[src/rtl/meas_guard_pkg.sv]
package meas_guard_pkg;

  typedef enum logic [1:0] {
    SEQ_IDLE,
    SEQ_FILT,
    SEQ_SETTLE,
    SEQ_PWR
  } seq_state_e;

  // |a-b| for operands up to 32 bits, one extra bit so no wrap
  function automatic logic [32:0] abs_diff(input logic signed [31:0] a,
                                           input logic signed [31:0] b);
    logic signed [32:0] d;
    d = {a[31], a} - {b[31], b};
    return d[32] ? 33'(-d) : 33'(d);
  endfunction

endpackage

[src/rtl/chan_check.sv]
module chan_check
  import meas_guard_pkg::*;
#(
  parameter int DATA_W = 16
) (
  input  logic                     clk_i,
  input  logic                     rst_ni,
  input  logic                     mask_i,
  input  logic                     valid_i,
  input  logic signed [DATA_W-1:0] data_i,
  input  logic        [DATA_W-1:0] slew_lim_i,
  input  logic signed [DATA_W-1:0] range_lo_i,
  input  logic signed [DATA_W-1:0] range_hi_i,
  output logic                     bad_o
);

  logic signed [DATA_W-1:0] prev_q;
  logic                     have_q;
  logic [32:0]              step;
  logic                     out_rng;
  logic                     too_fast;

  always_comb begin
    step     = abs_diff(32'(data_i), 32'(prev_q));
    out_rng  = (data_i < range_lo_i) || (data_i > range_hi_i);
    too_fast = have_q && (step > {1'b0, 32'(slew_lim_i)});
    bad_o    = valid_i && !mask_i && (out_rng || too_fast);
  end

  // history dropped while masked: first sample after recovery has no slew test
  always_ff @(posedge clk_i or negedge rst_ni) begin
    if (!rst_ni) begin
      prev_q <= '0;
      have_q <= 1'b0;
    end else if (mask_i) begin
      have_q <= 1'b0;
    end else if (valid_i) begin
      prev_q <= data_i;
      have_q <= 1'b1;
    end
  end


  no_history_when_masked_chk: assert property (@(posedge clk_i) disable iff (!rst_ni)
    $past(mask_i) |-> !have_q);

endmodule

[src/rtl/pair_check.sv]
module pair_check
  import meas_guard_pkg::*;
#(
  parameter int DATA_W  = 16,
  parameter int RUN_LEN = 4
) (
  input  logic                     clk_i,
  input  logic                     rst_ni,
  input  logic                     mask_i,
  input  logic                     a_valid_i,
  input  logic signed [DATA_W-1:0] a_data_i,
  input  logic                     b_valid_i,
  input  logic signed [DATA_W-1:0] b_data_i,
  input  logic        [DATA_W-1:0] diff_lim_i,
  output logic                     hit_o
);

  localparam int RUN_W = $clog2(RUN_LEN + 1);

  logic [RUN_W-1:0] run_q;
  logic             paired;
  logic             far;

  always_comb begin
    paired = a_valid_i && b_valid_i && !mask_i;
    far    = abs_diff(32'(a_data_i), 32'(b_data_i)) > {1'b0, 32'(diff_lim_i)};
    hit_o  = paired && far && (run_q == RUN_W'(RUN_LEN - 1));
  end

  always_ff @(posedge clk_i or negedge rst_ni) begin
    if (!rst_ni) begin
      run_q <= '0;
    end else if (mask_i) begin
      run_q <= '0;
    end else if (paired) begin
      if (!far)                              run_q <= '0;
      else if (run_q != RUN_W'(RUN_LEN))     run_q <= run_q + 1'b1;
    end
  end


  hit_single_chk: assert property (@(posedge clk_i) disable iff (!rst_ni)
    hit_o |=> !hit_o);

endmodule

[src/rtl/recovery_seq.sv]
module recovery_seq
  import meas_guard_pkg::*;
#(
  parameter int FILT_CYC   = 375000,
  parameter int SETTLE_CYC = 1250000,
  parameter int PWR_CYC    = 250000,
  parameter int CARD_CYC   = 125000,
  parameter int WIN_CYC    = 125000000,
  parameter int CNT_W      = 8
) (
  input  logic             clk_i,
  input  logic             rst_ni,
  input  logic             fault_i,
  output logic             idle_o,
  output logic             filt_rst_o,
  output logic             dac_freeze_o,
  output logic             dac_off_o,
  output logic             card_pwr_en_o,
  output logic [CNT_W-1:0] filt_cnt_o,
  output logic [CNT_W-1:0] pwr_cnt_o
);

  localparam int MAX_FS  = (FILT_CYC > SETTLE_CYC) ? FILT_CYC : SETTLE_CYC;
  localparam int TMR_MAX = (MAX_FS > PWR_CYC) ? MAX_FS : PWR_CYC;
  localparam int TMR_W   = $clog2(TMR_MAX + 1);
  localparam int WIN_W   = $clog2(WIN_CYC + 1);

  seq_state_e       state_q, state_d;
  logic [TMR_W-1:0] tmr_q, tmr_d;
  logic [WIN_W-1:0] win_cnt_q;
  logic             win_run_q;
  logic             enter_filt, enter_pwr;
  logic [CNT_W-1:0] filt_cnt_q, pwr_cnt_q;

  always_comb begin
    state_d    = state_q;
    tmr_d      = tmr_q + 1'b1;
    enter_filt = 1'b0;
    enter_pwr  = 1'b0;
    unique case (state_q)
      SEQ_IDLE: begin
        tmr_d = '0;
        if (fault_i) begin
          if (win_run_q) begin
            state_d   = SEQ_PWR;
            enter_pwr = 1'b1;
          end else begin
            state_d    = SEQ_FILT;
            enter_filt = 1'b1;
          end
        end
      end
      SEQ_FILT: if (tmr_q == TMR_W'(FILT_CYC - 1)) begin
        state_d = SEQ_SETTLE;
        tmr_d   = '0;
      end
      SEQ_SETTLE: if (tmr_q == TMR_W'(SETTLE_CYC - 1)) begin
        state_d = SEQ_IDLE;
        tmr_d   = '0;
      end
      SEQ_PWR: if (tmr_q == TMR_W'(PWR_CYC - 1)) begin
        state_d = SEQ_SETTLE;
        tmr_d   = '0;
      end
      default: state_d = SEQ_IDLE;
    endcase
  end

  always_ff @(posedge clk_i or negedge rst_ni) begin
    if (!rst_ni) begin
      state_q <= SEQ_IDLE;
      tmr_q   <= '0;
    end else begin
      state_q <= state_d;
      tmr_q   <= tmr_d;
    end
  end

  // escalation window measured from the edge that started the last filter reset
  always_ff @(posedge clk_i or negedge rst_ni) begin
    if (!rst_ni) begin
      win_cnt_q <= '0;
      win_run_q <= 1'b0;
    end else if (enter_filt) begin
      win_cnt_q <= '0;
      win_run_q <= 1'b1;
    end else if (enter_pwr) begin
      win_run_q <= 1'b0;
    end else if (win_run_q) begin
      if (win_cnt_q == WIN_W'(WIN_CYC - 1)) win_run_q <= 1'b0;
      else                                  win_cnt_q <= win_cnt_q + 1'b1;
    end
  end

  always_ff @(posedge clk_i or negedge rst_ni) begin
    if (!rst_ni) begin
      filt_cnt_q <= '0;
      pwr_cnt_q  <= '0;
    end else begin
      if (enter_filt && (filt_cnt_q != {CNT_W{1'b1}})) filt_cnt_q <= filt_cnt_q + 1'b1;
      if (enter_pwr  && (pwr_cnt_q  != {CNT_W{1'b1}})) pwr_cnt_q  <= pwr_cnt_q + 1'b1;
    end
  end

  assign idle_o        = (state_q == SEQ_IDLE);
  assign filt_rst_o    = (state_q == SEQ_FILT);
  assign dac_freeze_o  = (state_q == SEQ_FILT) || (state_q == SEQ_SETTLE);
  assign dac_off_o     = (state_q == SEQ_PWR);
  assign card_pwr_en_o = !((state_q == SEQ_PWR) && (tmr_q < TMR_W'(CARD_CYC)));
  assign filt_cnt_o    = filt_cnt_q;
  assign pwr_cnt_o     = pwr_cnt_q;


  filt_needs_fault_chk: assert property (@(posedge clk_i) disable iff (!rst_ni)
    $rose(filt_rst_o) |-> $past(fault_i));


  settle_follows_filt_chk: assert property (@(posedge clk_i) disable iff (!rst_ni)
    $fell(filt_rst_o) |-> dac_freeze_o);


  card_off_with_dac_chk: assert property (@(posedge clk_i) disable iff (!rst_ni)
    $fell(card_pwr_en_o) |-> $rose(dac_off_o));


  filt_cnt_mono_chk: assert property (@(posedge clk_i) disable iff (!rst_ni)
    filt_cnt_o >= $past(filt_cnt_o));


  pwr_cnt_mono_chk: assert property (@(posedge clk_i) disable iff (!rst_ni)
    pwr_cnt_o >= $past(pwr_cnt_o));

endmodule

[src/rtl/meas_guard.sv]
module meas_guard
  import meas_guard_pkg::*;
#(
  parameter int DATA_W    = 16,
  parameter int CNT_W     = 8,
  parameter int RUN_LEN   = 4,
  parameter int MS_CYC    = 125000,
  parameter int FILT_MS   = 3,
  parameter int SETTLE_MS = 10,
  parameter int CARD_MS   = 1,
  parameter int OFF_MS    = 2,
  parameter int WIN_MS    = 1000
) (
  input  logic                     clk_i,
  input  logic                     rst_ni,
  input  logic                     a_valid_i,
  input  logic signed [DATA_W-1:0] a_data_i,
  input  logic                     b_valid_i,
  input  logic signed [DATA_W-1:0] b_data_i,
  input  logic        [DATA_W-1:0] diff_lim_i,
  input  logic        [DATA_W-1:0] slew_lim_i,
  input  logic signed [DATA_W-1:0] range_lo_i,
  input  logic signed [DATA_W-1:0] range_hi_i,
  output logic                     filt_rst_o,
  output logic                     dac_freeze_o,
  output logic                     dac_off_o,
  output logic                     card_pwr_en_o,
  output logic                     mismatch_o,
  output logic [1:0]               implaus_o,
  output logic [CNT_W-1:0]         filt_cnt_o,
  output logic [CNT_W-1:0]         pwr_cnt_o
);

  localparam int N_CH       = 2;
  localparam int FILT_CYC   = FILT_MS * MS_CYC;
  localparam int SETTLE_CYC = SETTLE_MS * MS_CYC;
  localparam int CARD_CYC   = CARD_MS * MS_CYC;
  localparam int PWR_CYC    = OFF_MS * MS_CYC;
  localparam int WIN_CYC    = WIN_MS * MS_CYC;

  logic                     seq_idle;
  logic                     pair_hit;
  logic                     fault;
  logic [N_CH-1:0]          ch_v;
  logic signed [DATA_W-1:0] ch_d [N_CH];
  logic [N_CH-1:0]          ch_bad;
  logic                     mismatch_q;
  logic [N_CH-1:0]          implaus_q;

  assign ch_v[0] = a_valid_i;
  assign ch_v[1] = b_valid_i;
  assign ch_d[0] = a_data_i;
  assign ch_d[1] = b_data_i;

  for (genvar g = 0; g < N_CH; g++) begin : g_ch
    chan_check #(.DATA_W(DATA_W)) u_chk (
      .clk_i      (clk_i),
      .rst_ni     (rst_ni),
      .mask_i     (!seq_idle),
      .valid_i    (ch_v[g]),
      .data_i     (ch_d[g]),
      .slew_lim_i (slew_lim_i),
      .range_lo_i (range_lo_i),
      .range_hi_i (range_hi_i),
      .bad_o      (ch_bad[g])
    );
  end

  pair_check #(.DATA_W(DATA_W), .RUN_LEN(RUN_LEN)) u_pair (
    .clk_i      (clk_i),
    .rst_ni     (rst_ni),
    .mask_i     (!seq_idle),
    .a_valid_i  (a_valid_i),
    .a_data_i   (a_data_i),
    .b_valid_i  (b_valid_i),
    .b_data_i   (b_data_i),
    .diff_lim_i (diff_lim_i),
    .hit_o      (pair_hit)
  );

  assign fault = pair_hit || (|ch_bad);

  recovery_seq #(
    .FILT_CYC   (FILT_CYC),
    .SETTLE_CYC (SETTLE_CYC),
    .PWR_CYC    (PWR_CYC),
    .CARD_CYC   (CARD_CYC),
    .WIN_CYC    (WIN_CYC),
    .CNT_W      (CNT_W)
  ) u_seq (
    .clk_i         (clk_i),
    .rst_ni        (rst_ni),
    .fault_i       (fault),
    .idle_o        (seq_idle),
    .filt_rst_o    (filt_rst_o),
    .dac_freeze_o  (dac_freeze_o),
    .dac_off_o     (dac_off_o),
    .card_pwr_en_o (card_pwr_en_o),
    .filt_cnt_o    (filt_cnt_o),
    .pwr_cnt_o     (pwr_cnt_o)
  );

  always_ff @(posedge clk_i or negedge rst_ni) begin
    if (!rst_ni) begin
      mismatch_q <= 1'b0;
      implaus_q  <= '0;
    end else begin
      mismatch_q <= pair_hit;
      implaus_q  <= ch_bad;
    end
  end

  assign mismatch_o = mismatch_q;
  assign implaus_o  = implaus_q;


  flags_only_idle_chk: assert property (@(posedge clk_i) disable iff (!rst_ni)
    (mismatch_o || (|implaus_o)) |-> $past(seq_idle));


  flag_starts_recovery_chk: assert property (@(posedge clk_i) disable iff (!rst_ni)
    (mismatch_o || (|implaus_o)) |-> (filt_rst_o || dac_off_o));

endmodule

[config.mk]
export PLATFORM = sky130hd
export DESIGN_NAME = meas_guard
export DESIGN_NICKNAME = d
export VERILOG_FILES = /design/src/rtl/meas_guard_pkg.sv /design/src/rtl/chan_check.sv /design/src/rtl/pair_check.sv /design/src/rtl/recovery_seq.sv /design/src/rtl/meas_guard.sv
export SDC_FILE = /design/constraint.sdc
export NUM_CORES = 1
export LEC_CHECK = 0
export CAP_MARGIN = 20
export CELL_PAD_IN_SITES_DETAIL_PLACEMENT = 1
export CELL_PAD_IN_SITES_GLOBAL_PLACEMENT = 1
export CORE_MARGIN = 4
export CORE_UTILIZATION = 44
export DETAILED_ROUTE_END_ITERATION = 10
export PLACE_DENSITY_LB_ADDON = 0.1
export SLEW_MARGIN = 15
export SYNTH_ARGS = -nofsm -noshare
export SYNTH_HDL_FRONTEND = slang
export SYNTH_SLANG_ARGS = --single-unit
[constraint.sdc]
create_clock -name clk_i -period 6.02 [get_ports clk_i]
set_input_delay 1.505 -clock clk_i [delete_from_list [all_inputs] [get_ports clk_i]]
set_output_delay 1.505 -clock clk_i [all_outputs]
set_load 0.03 [all_outputs]
==> impl_metrics.ini, run 1 <==
[global_route]
pin_count_of_the_biggest_net_entering_global_routing = 80
antenna_found_initial = 2
grt_pass1_wl_um = 77900
grt_overflow = 0
grt_pass1_vias = 14599
track_usage_pct = 33.6

[timing]
worst_slew_pin_slew_ns = 0.885
setup-violations-final = 50
timing.fmax_mhz = 142
finalHoldViolCount = 0
finalCritPeriodShare_pct = 117
min_period_ns = 7.05
final_critical_path_setup_slack_ns = -1.03
final.setup.tns_ns = -38.30
rsz0062_at_grt = true
slew_violations = 0
relative_slew_margins_pct = 40.8
final.setup_skew_ns = 0.0290

[synthesis]
yosys_warnings = 0
synth-seq-area-share_pct = 23.0
synth-async-reset-ratio_pct = 100
synth_enable_flop_cells = 0
synth_ff_type = sky130_fd_sc_hd__dfrtp_1
synthesized_area_per_cell_um2 = 8.20
synth.ff_latch_count = 107
synth_area_mm2 = 0.0116
synth.lib_cells_used.distinct = 86
postSynthNetCount = 1696
syn-instance-count = 1420

[worst_setup_path]
cp-end-kind = flop
r2r-start = g_ch[1].u_chk.prev_q[7]$_DFFE_PN0P_
timing.setup.critical_path_class = in2reg
cp-start-kind = input pin
r2r_slack_ns = -0.38
worst-endpoint-required_ns = 6.30
worst_ep_arrival_time_ns = 7.33
reg2reg_to = u_seq.win_cnt_q[21]$_DFFE_PN0P_
timing.critical_path.fanout_max = 12
timing.reg2reg.worst_path_depth = 26

[pwr]
clkPwrFrac_pct = 23.6
comb_power_share_pct = 49.8
static-leakage-power_uw = 0.00819
internal-power_uw = 1630
vdd_ir_drop_max_v = 0.000123
switchingPower_uw = 1070
power_density_mw_per_mm2 = 155
switching_share_pct = 39.7
pwr-share-seq_pct = 26.6

[cts]
max-clock-path-buffers = 2
clk_pin_slew_worst_paths_ns = 0.10
cts_tree = yes
clock_tree.htree_level_count = 3
clock_insertion_delay_worst_skew_ns = 0.39
cts_root_buf = sky130_fd_sc_hd__clkbuf_16
cts-buffers-inserted = 9
number_of_hold_buffers_added_after_cts = 0
cts.sink_count = 107

[cells_and_area]
drive_gt1_share_pct = 31.5
fillerInstances = 2928
fin_nets = 2154
total_inserted_antenna_cells = 0
layout_common_cells = sky130_fd_sc_hd__buf_4, sky130_fd_sc_hd__ha_1, sky130_fd_sc_hd__inv_1, sky130_fd_sc_hd__dfrtp_1, sky130_fd_sc_hd__nand2_1
area_growth_pct = 50.2
most_common_cell_after_layout_fill_and_taps_aside = sky130_fd_sc_hd__buf_4

[min_path]
count_of_cells_along_the_worst_hold_path = 1
hold_path.startpoint = u_seq.tmr_q[0]$_DFF_PN0_
min-delay-path-class = reg2reg
hold_path_end = u_seq.tmr_q[0]$_DFF_PN0_

[placed_design]
detailedPlace.worstSlack_ns = -1.45
final_gp_congestion = 0.919
port_buffers = 122
place.detailed.hpwl_um = 35300

[route]
final_antenna_net_count = 0
first_iter_violations = 1394
drc_errors = 0
wirelength_um = 63300
detail_route.wl_per_cell_um = 28.6
via_count = 14443
avgViaCountPerCell = 6.51
detail_route.first_pass.iterations = 5

[floorplanning]
core_mm2 = 0.0261
io-pin-count = 123
dieArea_mm2 = 0.0291
width_of_the_chip_um = 171
placement_rows = 59
die-height_um = 171
initial_utilization_pct = 44.7

[run_status]
outcome = finished with violations
violations = setup timing

[run]
maxCapViolations = 0
power by group through the flow:
stage	Combinational, µW	Clock [µW]	Sequential, µW
global route	1420	663	718
CTS	1140	613	718
finish	1350	638	718
floorplan	552	0	733
global placement	1030	0	732
detailed placement	1080	0	732
what timing repair did:
| action | in CTS | in global routing |
|---|---|---|
| buffers inserted | 24 | 23 |
| setup endpoints to repair | 52 | 51 |
| pin swaps | 59 | 59 |
| gates resized for setup | 127 | 156 |
| gates cloned | 4 | 0 |
cells by family after synthesis:
logic type / count (synthesis) / synth area share (%)
AND/OR/NAND/NOR: 497 / 22.4
buffers and inverters: 166 / 5.54
adder cells (fa/ha/maj): 176 / 19.1
XOR/XNOR: 106 / 7.98
flip-flops: 107 / 23.0
AO/OA/AOI/OAI: 342 / 19.6
multiplexers: 26 / 2.43
registers in the layout, summed over array words and instances (netlist names):
signal and flops:
u_seq.state_q 2, u_seq.win_run_q 1, u_seq.pwr_cnt_o 8, g_ch.u_chk.have_q 2, implaus_o 2, mismatch_o 1
u_seq.win_cnt_q 27, u_seq.filt_cnt_o 8, u_seq.tmr_q 21, u_pair.run_q 3, g_ch.u_chk.prev_q 32
critical path: stages:
cell	delay [ns]
sky130_fd_sc_hd__clkdlybuf4s50_1	0.59
sky130_fd_sc_hd__buf_4	0.28
sky130_fd_sc_hd__ha_1	0.40
sky130_fd_sc_hd__nor2_1	0.19
sky130_fd_sc_hd__nor2_1	0.11
sky130_fd_sc_hd__nor2_1	0.26
sky130_fd_sc_hd__o32a_1	0.22
sky130_fd_sc_hd__a21boi_0	0.27
sky130_fd_sc_hd__buf_4	0.27
sky130_fd_sc_hd__nand2_1	0.08
sky130_fd_sc_hd__o21ai_0	0.11
sky130_fd_sc_hd__ha_1	0.29
sky130_fd_sc_hd__nor2b_1	0.13
sky130_fd_sc_hd__o21a_1	0.16
sky130_fd_sc_hd__o21a_1	0.19
sky130_fd_sc_hd__o21ai_0	0.22
sky130_fd_sc_hd__a21oi_1	0.12
sky130_fd_sc_hd__o21a_1	0.23
sky130_fd_sc_hd__a41o_4	0.28
sky130_fd_sc_hd__a211oi_4	0.35
sky130_fd_sc_hd__buf_12	0.17
sky130_fd_sc_hd__nand4_1	0.15
sky130_fd_sc_hd__or3_4	0.43
sky130_fd_sc_hd__a21oi_4	0.31
per-layer routing:
layer	GRT usage, %	routed length [µm]	vias up
met1	40.5	23100	7120
met5	0	0	-
li1	-	-	6036
met3	3.58	5020	385
met2	59.8	30100	902
met4	16.0	5160	0
metrics by stage:
stage                     instances  hold slack (ns)  instance area, µm²  total power, µW  utilization (%)
after floorplan                1420            0.444               11800             1280                -
after global placement         2157            0.459               15600             1760             59.9
after detailed placement       2157            0.468               15600             1810             59.9
after CTS                      2201            0.488               16600             2470             63.7
after global routing           2218            0.538               17500             2800             67.1
final                          2218            0.502               17500             2700             67.1
Yosys cell counts, types with 12 or more instances:
cell / number / share of area (%)
sky130_fd_sc_hd__ha_1: 173 / 19
sky130_fd_sc_hd__inv_1: 139 / 4.5
sky130_fd_sc_hd__nand2_1: 113 / 3.6
sky130_fd_sc_hd__dfrtp_1: 107 / 23
sky130_fd_sc_hd__nor2_1: 103 / 3.3
sky130_fd_sc_hd__a21oi_1: 92 / 4.0
sky130_fd_sc_hd__o21ai_0: 87 / 3.7
sky130_fd_sc_hd__xnor2_1: 62 / 4.7
sky130_fd_sc_hd__nand3_1: 50 / 2.2
sky130_fd_sc_hd__xor2_1: 44 / 3.3
sky130_fd_sc_hd__nand4_1: 36 / 1.9
sky130_fd_sc_hd__a21o_1: 28 / 1.8
sky130_fd_sc_hd__nor2b_1: 27 / 1.5
sky130_fd_sc_hd__or3_1: 24 / 1.3
sky130_fd_sc_hd__and3_1: 23 / 1.2
sky130_fd_sc_hd__and2_1: 20 / 1.1
sky130_fd_sc_hd__nor3_1: 20 / 0.86
sky130_fd_sc_hd__clkbuf_1: 17 / 0.55
sky130_fd_sc_hd__mux2_2: 15 / 1.5
sky130_fd_sc_hd__nand2b_1: 15 / 0.81
sky130_fd_sc_hd__nor4_1: 14 / 0.75
sky130_fd_sc_hd__o21a_1: 14 / 0.90
sky130_fd_sc_hd__o211ai_1: 12 / 0.77
cell type report:
cell class	count	area (µm²)	area share [%]
multi-input cells	1147	9520	54.4
repair buffers	474	4040	23.1
flip-flops and latches	107	2680	15.3
inverters	139	541	3.09
well taps	335	419	2.40
clock buffers	9	225	1.29
clock inverters	7	62.6	0.358
worst max path at each step:
stage	startpoint	end	slack, ns	cells past startpoint
after floorplan	a_data_i[0]	u_seq.win_cnt_q[26]$_DFFE_PN0P_	-0.30	26
after global placement	b_data_i[0]	u_seq.win_cnt_q[26]$_DFFE_PN0P_	-1.25	25
after detailed placement	b_data_i[0]	u_seq.win_cnt_q[12]$_DFFE_PN0P_	-1.45	25
after CTS	a_data_i[0]	u_seq.win_cnt_q[22]$_DFFE_PN0P_	-0.53	30
after global routing	a_data_i[11]	u_seq.win_cnt_q[21]$_DFFE_PN0P_	-1.17	24
final	a_data_i[11]	u_seq.win_cnt_q[21]$_DFFE_PN0P_	-1.03	24
Power figures use the tool's default switching activity.
==> inputs of run 2 (changes only) <==
Settings changed: GPL_TIMING_DRIVEN set to 0.
==> impl_metrics.ini, run 2 (synthesized netlist as in run 1, its figures left out) <==
[run_status]
outcome = finished with violations
violations = setup timing

[floorplanning]
width_of_the_chip_um = 171
core_mm2 = 0.0261
placement_rows = 59
die-height_um = 171
io-pin-count = 123
initial_utilization_pct = 44.7
dieArea_mm2 = 0.0291

[cells_and_area]
most_common_cell_after_layout_fill_and_taps_aside = sky130_fd_sc_hd__ha_1
fin_nets = 1902
drive_gt1_share_pct = 20.6
fillerInstances = 3042
largest_register_ffs = 32
finish.cell_count_without_fillers = 1966
largest_registers = g_ch.u_chk.prev_q x32, u_seq.win_cnt_q x27, u_seq.tmr_q x21
seqCellArea_mm2 = 0.00268
max_flop_register = g_ch.u_chk.prev_q
area_growth_pct = 33.0
multi_input_area_mm2 = 0.00944
total_inserted_antenna_cells = 0
layout_common_cells = sky130_fd_sc_hd__ha_1, sky130_fd_sc_hd__inv_1, sky130_fd_sc_hd__dfrtp_1, sky130_fd_sc_hd__nand2_1, sky130_fd_sc_hd__nor2_1

[global_route]
grt_pass1_vias = 12125
grt_overflow = 0
track_usage_pct = 26.7
grt_pass1_wl_um = 63100
antenna_found_initial = 0
pin_count_of_the_biggest_net_entering_global_routing = 83

[placed_design]
detailedPlace.worstSlack_ns = -2.03
final_gp_congestion = 0.896
dp.cells = 1878
port_buffers = 122
place.detailed.hpwl_um = 29700

[route]
wirelength_um = 41700
avgViaCountPerCell = 5.95
final_antenna_net_count = 0
via_count = 11694
detail_route.first_pass.iterations = 6
drc_errors = 0
detail_route.wl_per_cell_um = 21.2
first_iter_violations = 567

[pwr]
pwr-share-seq_pct = 30.2
comb_power_share_pct = 42.6
vdd_ir_drop_max_v = 0.000128
switching_share_pct = 38.0
power_density_mw_per_mm2 = 153
internal-power_uw = 1470
static-leakage-power_uw = 0.00688
switchingPower_uw = 902
clkPwrFrac_pct = 27.2

[worst_setup_path]
critical-path-max-stage-delay_ns = 0.57
cp-end-kind = flop
worst-endpoint-required_ns = 6.26
timing.setup.critical_path_class = in2reg
worst_ep_arrival_time_ns = 6.89
critical_path.slowest_cell = sky130_fd_sc_hd__or4b_4
timing.critical_path.fanout_max = 10
cp-start-kind = input pin

[timing]
relative_slew_margins_pct = 39.0
setup-violations-final = 46
finalHoldViolCount = 0
slew_violations = 0
worst_slew_pin_slew_ns = 0.903
final.setup_skew_ns = 0.0209
finalCritPeriodShare_pct = 110
min_period_ns = 6.65
rsz0062_at_grt = true
timing.fmax_mhz = 150
final_critical_path_setup_slack_ns = -0.628

[cts]
max-clock-path-buffers = 2
cts_root_buf = sky130_fd_sc_hd__clkbuf_16
clock_insertion_delay_worst_skew_ns = 0.37
cts.sink_count = 107
number_of_hold_buffers_added_after_cts = 0
clock_tree.htree_level_count = 3
cts-buffers-inserted = 9
clk_pin_slew_worst_paths_ns = 0.08
cts_tree = yes

[run]
maxCapViolations = 0

[min_path]
min-delay-path-class = reg2reg
## run 2: cell types whose count changed in the layout (fill, tap and decap cells not counted), moves of 7 or more
cell	delta
sky130_fd_sc_hd__ha_2	+7
sky130_fd_sc_hd__buf_2	+10
sky130_fd_sc_hd__buf_4	-269
sky130_fd_sc_hd__dlymetal6s2s_1	-7
sky130_fd_sc_hd__clkbuf_1	+10
sky130_fd_sc_hd__o21ai_2	-8
## run 2: through the flow
step                setup TNS [ns]  area (µm²)  hold slack (ns)  util [%]  total power (µW)
floorplan                    -4.42       11800            0.444         -              1280
global placement           -166.91       13400            0.455      51.5              1530
detailed placement          -86.49       13400            0.464      51.6              1570
CTS                         -12.52       14700            0.484      56.3              2290
global route                -26.30       15500            0.512      59.4              2520
finish                      -20.92       15500            0.489      59.4              2370
## run 2: repair_timing
action	CTS	global route
resized for setup	225	128
cloned	3	0
pin swaps	59	80
setup endpoints to repair	52	49
setup buffers	39	35
## run 2: path summary, 6_finish.rpt
kind                                                startpoint                                  end  slack (ns)  cells past startpoint
setup / recovery                                   a_data_i[4]      u_seq.win_cnt_q[14]$_DFFE_PN0P_       -0.63                     26
hold / removal                        u_seq.tmr_q[0]$_DFF_PN0_             u_seq.tmr_q[0]$_DFF_PN0_        0.49                      1
setup reg to reg           g_ch[0].u_chk.prev_q[4]$_DFFE_PN0P_      u_seq.win_cnt_q[14]$_DFFE_PN0P_        0.29                     26
hold reg to reg                       u_seq.tmr_q[0]$_DFF_PN0_             u_seq.tmr_q[0]$_DFF_PN0_        0.49                      1
max in group asynchronous                               rst_ni  g_ch[0].u_chk.prev_q[0]$_DFFE_PN0P_        4.30                      2
min in group asynchronous                               rst_ni            u_seq.tmr_q[12]$_DFF_PN0_        0.98                      1
## run 2: power by group through the flow
stage	combinational (µW)	clock, µW	sequential (µW)
2_1_floorplan	552	0	733
3_3_place_gp	802	0	733
3_5_place_dp	834	0	732
4_1_cts	917	654	718
5_1_grt	1110	687	718
6_report	1010	645	718
## run 2: worst max-delay path: cells and delay by family
family | cells | cell delay [ns]
xor+xnor | 1 | 0.24
buf+inv | 5 | 0.81
compound gates | 9 | 1.98
fa+ha+maj | 2 | 0.53
simple gates | 9 | 1.80
## run 2: routing by layer
metal / vias to the layer above / GRT usage, % / wire length, µm
li1: 5547 / - / -
met1: 5860 / 34.8 / 18300
met2: 213 / 47.7 / 21100
met3: 74 / 2.61 / 1230
met4: 0 / 6.74 / 1100
met5: - / 0 / 0
## run 2: cell type report
type	instances	share of cell area, %
Buffer	23	1.12
Clock buffer	9	1.46
Clock inverter	7	0.574
Inverter	139	3.54
Multi-Input combinational cell	1147	61.0
Sequential cell	107	17.3
Tap cell	335	2.71
Timing Repair Buffer	199	12.3
